### src/rtl/usbh_stat_pkg.sv
package usbh_stat_pkg;
  localparam int POS_COMPLETE = 0;
  localparam int POS_ERROR    = 1;
  localparam int POS_PORTCHG  = 2;
  localparam int POS_FROLL    = 3;
  localparam int POS_HOSTERR  = 4;
  localparam int POS_ASYNCADV = 5;
  localparam int POS_HALTED   = 12;
  localparam int POS_RECLAIM  = 13;
  localparam int POS_PERIODIC = 14;
  localparam int POS_ASYNC    = 15;

  typedef enum logic {
    SEL_STATUS = 1'b0,
    SEL_ENABLE = 1'b1
  } reg_sel_e;
endpackage

### src/rtl/usbh_rst_sync.sv
module usbh_rst_sync #(
  parameter int STAGES = 2
) (
  input  logic clk,
  input  logic rst_n,
  output logic rst_sync_n
);
  logic [STAGES-1:0] chain_q;
  logic [STAGES-1:0] chain_d;

  always_comb begin
    chain_d = {chain_q[STAGES-2:0], 1'b1};
  end

  always_ff @(posedge clk or negedge rst_n) begin
    if (!rst_n) chain_q <= '0;
    else        chain_q <= chain_d;
  end

  assign rst_sync_n = chain_q[STAGES-1];
endmodule

### src/rtl/usbh_sticky_bit.sv
module usbh_sticky_bit (
  input  logic clk,
  input  logic rst_n,
  input  logic set_i,
  input  logic clr_i,
  output logic q_o
);
  logic q_q;
  logic q_d;
  logic q_en;

  always_comb begin
    q_en = set_i | clr_i;
    q_d  = set_i;            // set has priority over clear
  end

  always_ff @(posedge clk or negedge rst_n) begin
    if (!rst_n)    q_q <= 1'b0;
    else if (q_en) q_q <= q_d;
  end

  assign q_o = q_q;
endmodule

### src/rtl/usbh_run_ctl.sv
module usbh_run_ctl (
  input  logic clk,
  input  logic rst_n,
  input  logic run_set_i,
  input  logic run_clr_i,
  input  logic fatal_i,
  output logic run_o
);
  logic run_q;
  logic run_d;
  logic run_en;

  always_comb begin
    run_en = run_set_i | run_clr_i | fatal_i;
    run_d  = run_set_i & ~run_clr_i & ~fatal_i;
  end

  always_ff @(posedge clk or negedge rst_n) begin
    if (!rst_n)      run_q <= 1'b0;
    else if (run_en) run_q <= run_d;
  end

  assign run_o = run_q;
endmodule

### src/rtl/usbh_irq_gen.sv
module usbh_irq_gen #(
  parameter int EVT_N = 6
) (
  input  logic [EVT_N-1:0] status_i,
  input  logic [EVT_N-1:0] enable_i,
  output logic             irq_o
);
  logic [EVT_N-1:0] hit;

  for (genvar i = 0; i < EVT_N; i++) begin : g_hit
    assign hit[i] = status_i[i] & enable_i[i];
  end

  assign irq_o = |hit;
endmodule

### src/rtl/usb_host_status_ctrl.sv
module usb_host_status_ctrl
  import usbh_stat_pkg::*;
#(
  parameter int DATA_W = 16,
  parameter int EVT_N  = 6
) (
  input  logic              clk,
  input  logic              rst_n,
  input  logic              reg_wr,
  input  logic              reg_sel,
  input  logic [DATA_W-1:0] reg_wdata,
  output logic [DATA_W-1:0] reg_rdata,
  input  logic              ev_complete,
  input  logic              ev_error,
  input  logic              ev_port_chg,
  input  logic              ev_frame_roll,
  input  logic              ev_async_adv,
  input  logic              bus_parity_err,
  input  logic              bus_master_abort,
  input  logic              bus_target_abort,
  input  logic              sched_async_on,
  input  logic              sched_periodic_on,
  input  logic              sched_reclaim,
  input  logic              cmd_run_set,
  input  logic              cmd_run_clr,
  output logic              run_stop,
  output logic              irq
);
  localparam int EVT_MSB = EVT_N - 1;

  logic             rst_sync_n;
  logic             host_err;
  logic [EVT_N-1:0] ev_vec;
  logic [EVT_N-1:0] clr_vec;
  logic [EVT_N-1:0] sticky_q;
  logic [EVT_N-1:0] inten_q;
  logic [EVT_N-1:0] inten_d;
  logic             inten_en;
  logic             stat_wr;

  usbh_rst_sync #(.STAGES(2)) u_rst (
    .clk        (clk),
    .rst_n      (rst_n),
    .rst_sync_n (rst_sync_n)
  );

  always_comb begin
    host_err               = bus_parity_err | bus_master_abort | bus_target_abort;
    ev_vec                 = '0;
    ev_vec[POS_COMPLETE]   = ev_complete;
    ev_vec[POS_ERROR]      = ev_error;
    ev_vec[POS_PORTCHG]    = ev_port_chg;
    ev_vec[POS_FROLL]      = ev_frame_roll;
    ev_vec[POS_HOSTERR]    = host_err;
    ev_vec[POS_ASYNCADV]   = ev_async_adv;
    stat_wr                = reg_wr & (reg_sel_e'(reg_sel) == SEL_STATUS);
    inten_en               = reg_wr & (reg_sel_e'(reg_sel) == SEL_ENABLE);
    clr_vec                = stat_wr ? reg_wdata[EVT_MSB:0] : '0;
    inten_d                = reg_wdata[EVT_MSB:0];
  end

  for (genvar i = 0; i < EVT_N; i++) begin : g_sticky
    usbh_sticky_bit u_bit (
      .clk   (clk),
      .rst_n (rst_sync_n),
      .set_i (ev_vec[i]),
      .clr_i (clr_vec[i]),
      .q_o   (sticky_q[i])
    );
  end

  always_ff @(posedge clk or negedge rst_sync_n) begin
    if (!rst_sync_n)   inten_q <= '0;
    else if (inten_en) inten_q <= inten_d;
  end

  usbh_run_ctl u_run (
    .clk       (clk),
    .rst_n     (rst_sync_n),
    .run_set_i (cmd_run_set),
    .run_clr_i (cmd_run_clr),
    .fatal_i   (host_err),
    .run_o     (run_stop)
  );

  usbh_irq_gen #(.EVT_N(EVT_N)) u_irq (
    .status_i (sticky_q),
    .enable_i (inten_q),
    .irq_o    (irq)
  );

  always_comb begin
    reg_rdata = '0;
    if (reg_sel_e'(reg_sel) == SEL_STATUS) begin
      reg_rdata[EVT_MSB:0]   = sticky_q;
      reg_rdata[POS_HALTED]  = ~run_stop;
      reg_rdata[POS_RECLAIM] = sched_reclaim;
      reg_rdata[POS_PERIODIC]= sched_periodic_on;
      reg_rdata[POS_ASYNC]   = sched_async_on;
    end else begin
      reg_rdata[EVT_MSB:0]   = inten_q;
    end
  end
endmodule

### config.mk
export PLATFORM = sky130hd
export DESIGN_NAME = usb_host_status_ctrl
export DESIGN_NICKNAME = d
export VERILOG_FILES = /design/src/rtl/usbh_stat_pkg.sv /design/src/rtl/usbh_rst_sync.sv /design/src/rtl/usbh_sticky_bit.sv /design/src/rtl/usbh_run_ctl.sv /design/src/rtl/usbh_irq_gen.sv /design/src/rtl/usb_host_status_ctrl.sv
export SDC_FILE = /design/constraint.sdc
export NUM_CORES = 1
export LEC_CHECK = 0
export ABC_AREA = 1
export BUFFER_PORTS_ARGS = -buffer_cell sky130_fd_sc_hd__buf_2
export CAP_MARGIN = 0
export CORE_MARGIN = 4
export CORE_UTILIZATION = 45
export CTS_CLUSTER_DIAMETER = 80
export CTS_CLUSTER_SIZE = 8
export DETAILED_ROUTE_END_ITERATION = 10
export GPL_ROUTABILITY_DRIVEN = 0
export PLACE_DENSITY = 0.91
export SLEW_MARGIN = 15
export SYNTH_ARGS = -nofsm -noshare
export SYNTH_HDL_FRONTEND = slang
export SYNTH_SLANG_ARGS = --single-unit
### constraint.sdc
create_clock -name clk -period 1.1 [get_ports clk]
set_input_delay 0.22 -clock clk [delete_from_list [all_inputs] [get_ports clk]]
set_output_delay 0.22 -clock clk [all_outputs]
set_load 0.05 [all_outputs]
==> flow_metrics.env <==
export IMPL_status="finished with violations"
export IMPL_violations="negative setup slack"
export IMPL_slew_headroom=0.651
export IMPL_reg2reg_to="inten_q[2]"
export IMPL_fin_skew_ps=4.77
export IMPL_min_to="g_sticky[0].u_bit.q_o"
export IMPL_worst_path_max_delay_cell="dfrtp_1"
export IMPL_worst_slack_ps=-252
export IMPL_die_height_microns=50.9
export IMPL_slowest_delay_ps=400
export IMPL_place_hpwl_microns=1490
export IMPL_period_needed_ps=1350
export IMPL_final_area_sq_um=1210
export IMPL_grt_overflow_total=0
export IMPL_worstHoldPathCells=3
export IMPL_grt_pass1_vias=833
export IMPL_synthCells=113
export IMPL_drv_cap=0
export IMPL_nFillCells=152
export IMPL_ys_seq_area_frac=0.452
export IMPL_worstMarginPinSlew_ps=524
export IMPL_wl_per_cell_microns=10.7
export IMPL_layout_nets=193
export IMPL_routed_via_density=4.62
export IMPL_drtIter0Drc=16
export IMPL_cts_tree="done"
export IMPL_critPathKind="flop to primary output"
export IMPL_num_rows=15
export IMPL_dp_cells=173
export IMPL_arrival_ps=1130
export IMPL_area_growth_synth_to_final_pct=45.6
export IMPL_start_util=0.475
export IMPL_grt_max_degree=16
export IMPL_required_ps=880
export IMPL_path_common_cell="nand2_1"
export IMPL_leakagePower_uw=0.000703
export IMPL_seq_area_sq_um=375
export IMPL_clock_tree_root_cell="clkbuf_4"
export IMPL_post_route_drc_count=0
export IMPL_grt_pass1_wl_microns=3150
export IMPL_endpoint_kind="primary output"
export IMPL_yosys_cell_types_count=11
export IMPL_hold_violations=0
export IMPL_synth_area_sq_um=830
export IMPL_port_buffers=34
export IMPL_wirelength_microns=1970
export IMPL_worstSkewPairLatency_ps=280
export IMPL_rr_worst_depth=3
export IMPL_htree_levels=1
export IMPL_final_cells=184
export IMPL_ys_seq_elements=15
export IMPL_drv_slew=0
export IMPL_antenna_found_initial=0
export IMPL_drt_antenna_violating_nets=0
export IMPL_synth_warnings=0
export IMPL_diodes=0
export IMPL_clkSinkCount=15
export IMPL_vias=850
export IMPL_core_area_sq_um=1750
export IMPL_synth_avg_cell_area_sq_um=7.34
export IMPL_clock_path_buffers=2
export IMPL_setup_viol=9
export IMPL_period_share=1.23
export IMPL_path_clk_slew_ps=90
export IMPL_r2r_setup_slack_ps=330
export IMPL_grt_setup_unrepaired="yes"
export IMPL_grtUsageTotal=0.157
export IMPL_drtPass1Iterations=4
export IMPL_crit_fanout=3
export IMPL_pin_count=51
export IMPL_p_per_area_nw_per_um2=1210
export IMPL_multi_input_area_sq_um=375
export IMPL_rr_startpoint="inten_q[2]"
export IMPL_drive_above_1_share=0.409
export IMPL_fmax_mhz=739
export IMPL_chipWidth_microns=50.9
export IMPL_critPathLaunchType="flop"
export IMPL_die_area_sq_um=2590
export IMPL_cts_buffers=3
export IMPL_crit_chain="nand2_1 > nand2_1 > nor2_1 > nand2_1 > buf_6"
export IMPL_placed_cell_area_sq_um=1040
export IMPL_vdd_ir_drop_max_mv=1.03
export IMPL_hold_class="primary input to flop"
export IMPL_min_from="ev_complete"
[report_power, final]
group	leakage [uW]	switching (uW)	internal, uW
combinational	0.000521	318	193
clock	0.0000150	173	141
sequential	0.000168	38.7	593
[metal layers]
metal / track usage / share of wire
met1: 0.158 / 0.35
met2: 0.303 / 0.57
met3: 0.0262 / 0.060
met4: 0.0807 / 0.019
met5: 0 / 0
[flip-flops by register name, summed over array words and instances (netlist names)]
register	cells
g_sticky.u_bit.q_o	6
inten_q	6
u_run.run_o	1
u_rst.chain_q	2
[per-stage QoR]
stage,setup slack [ps],TNS [ps],utilization,total power [uW],hold slack (ps)
final,-252,-1030,0.692,1460,112
after global routing,-329,-1500,0.692,1540,103
after CTS,-252,-1050,0.672,1440,109
after detailed placement,-90.1,-768,0.597,1060,6.18
after global placement,-71.8,-647,0.597,1050,5.48
after floorplan,-67.1,-244,-,970,-75.6
[critical path: cells and delay by family (launching register included)]
family | cells | cell delay (ps)
flops | 1 | 400
simple gates | 4 | 290
buf+inv | 1 | 160
[placed cells by master (no fill, tap or decap), drive strengths merged]
cell         netlist  layout
inv               12      12
nand3             12      12
o21bai             1       1
conb               2       7
nor2               7       7
buf               10      46
dfrtp             15      15
clkbuf             0       4
nand2             54      54
dlygate4sd3        0       1
[logic make-up after synthesis]
group / Yosys count / share of synthesized area
AND/OR/NAND/NOR: 73 / 0.373
buffers and inverters: 22 / 0.157
flip-flops: 15 / 0.452
other: 2 / 0.00905
AO/OA/AOI/OAI: 1 / 0.00905
[area by class of cell]
cell class,count,share of cell area
well taps,25,0.0259
multi-input cells,81,0.311
repair buffers,47,0.291
flip-flops and latches,15,0.311
clock buffers,4,0.0218
inverters,12,0.0394
[synth_stat cells]
cell / instances / share of area
buf_6: 2 / 0.027
dfrtp_1: 15 / 0.45
inv_1: 11 / 0.050
nand2_1: 54 / 0.24
buf_4: 8 / 0.072
nor2_1: 7 / 0.032
o21bai_1: 1 / 0.0091
nand3_1: 8 / 0.048
inv_4: 1 / 0.0075
nand3_2: 4 / 0.048
conb_1: 2 / 0.0091
[worst max-delay path by stage]
stage / cells past startpoint / slack, ps / endpoint / from
floorplan: 3 / -70 / reg_rdata[13] / reg_sel
global placement: 5 / -70 / reg_rdata[5] / reg_sel
detailed placement: 5 / -90 / reg_rdata[1] / reg_sel
CTS: 5 / -250 / irq / inten_q[4]
global route: 5 / -330 / irq / inten_q[4]
finish: 5 / -250 / irq / g_sticky[5].u_bit.q_o
[what timing repair did]
item,CTS,global route
gates cloned,0,0
setup endpoints to repair,12,11
endpoints found under the hold margin,2,0
resized for setup,24,3
hold buffers,1,0
pin swaps,0,6
setup buffers,3,3
No activity file was read; power rests on OpenSTA's default activity.
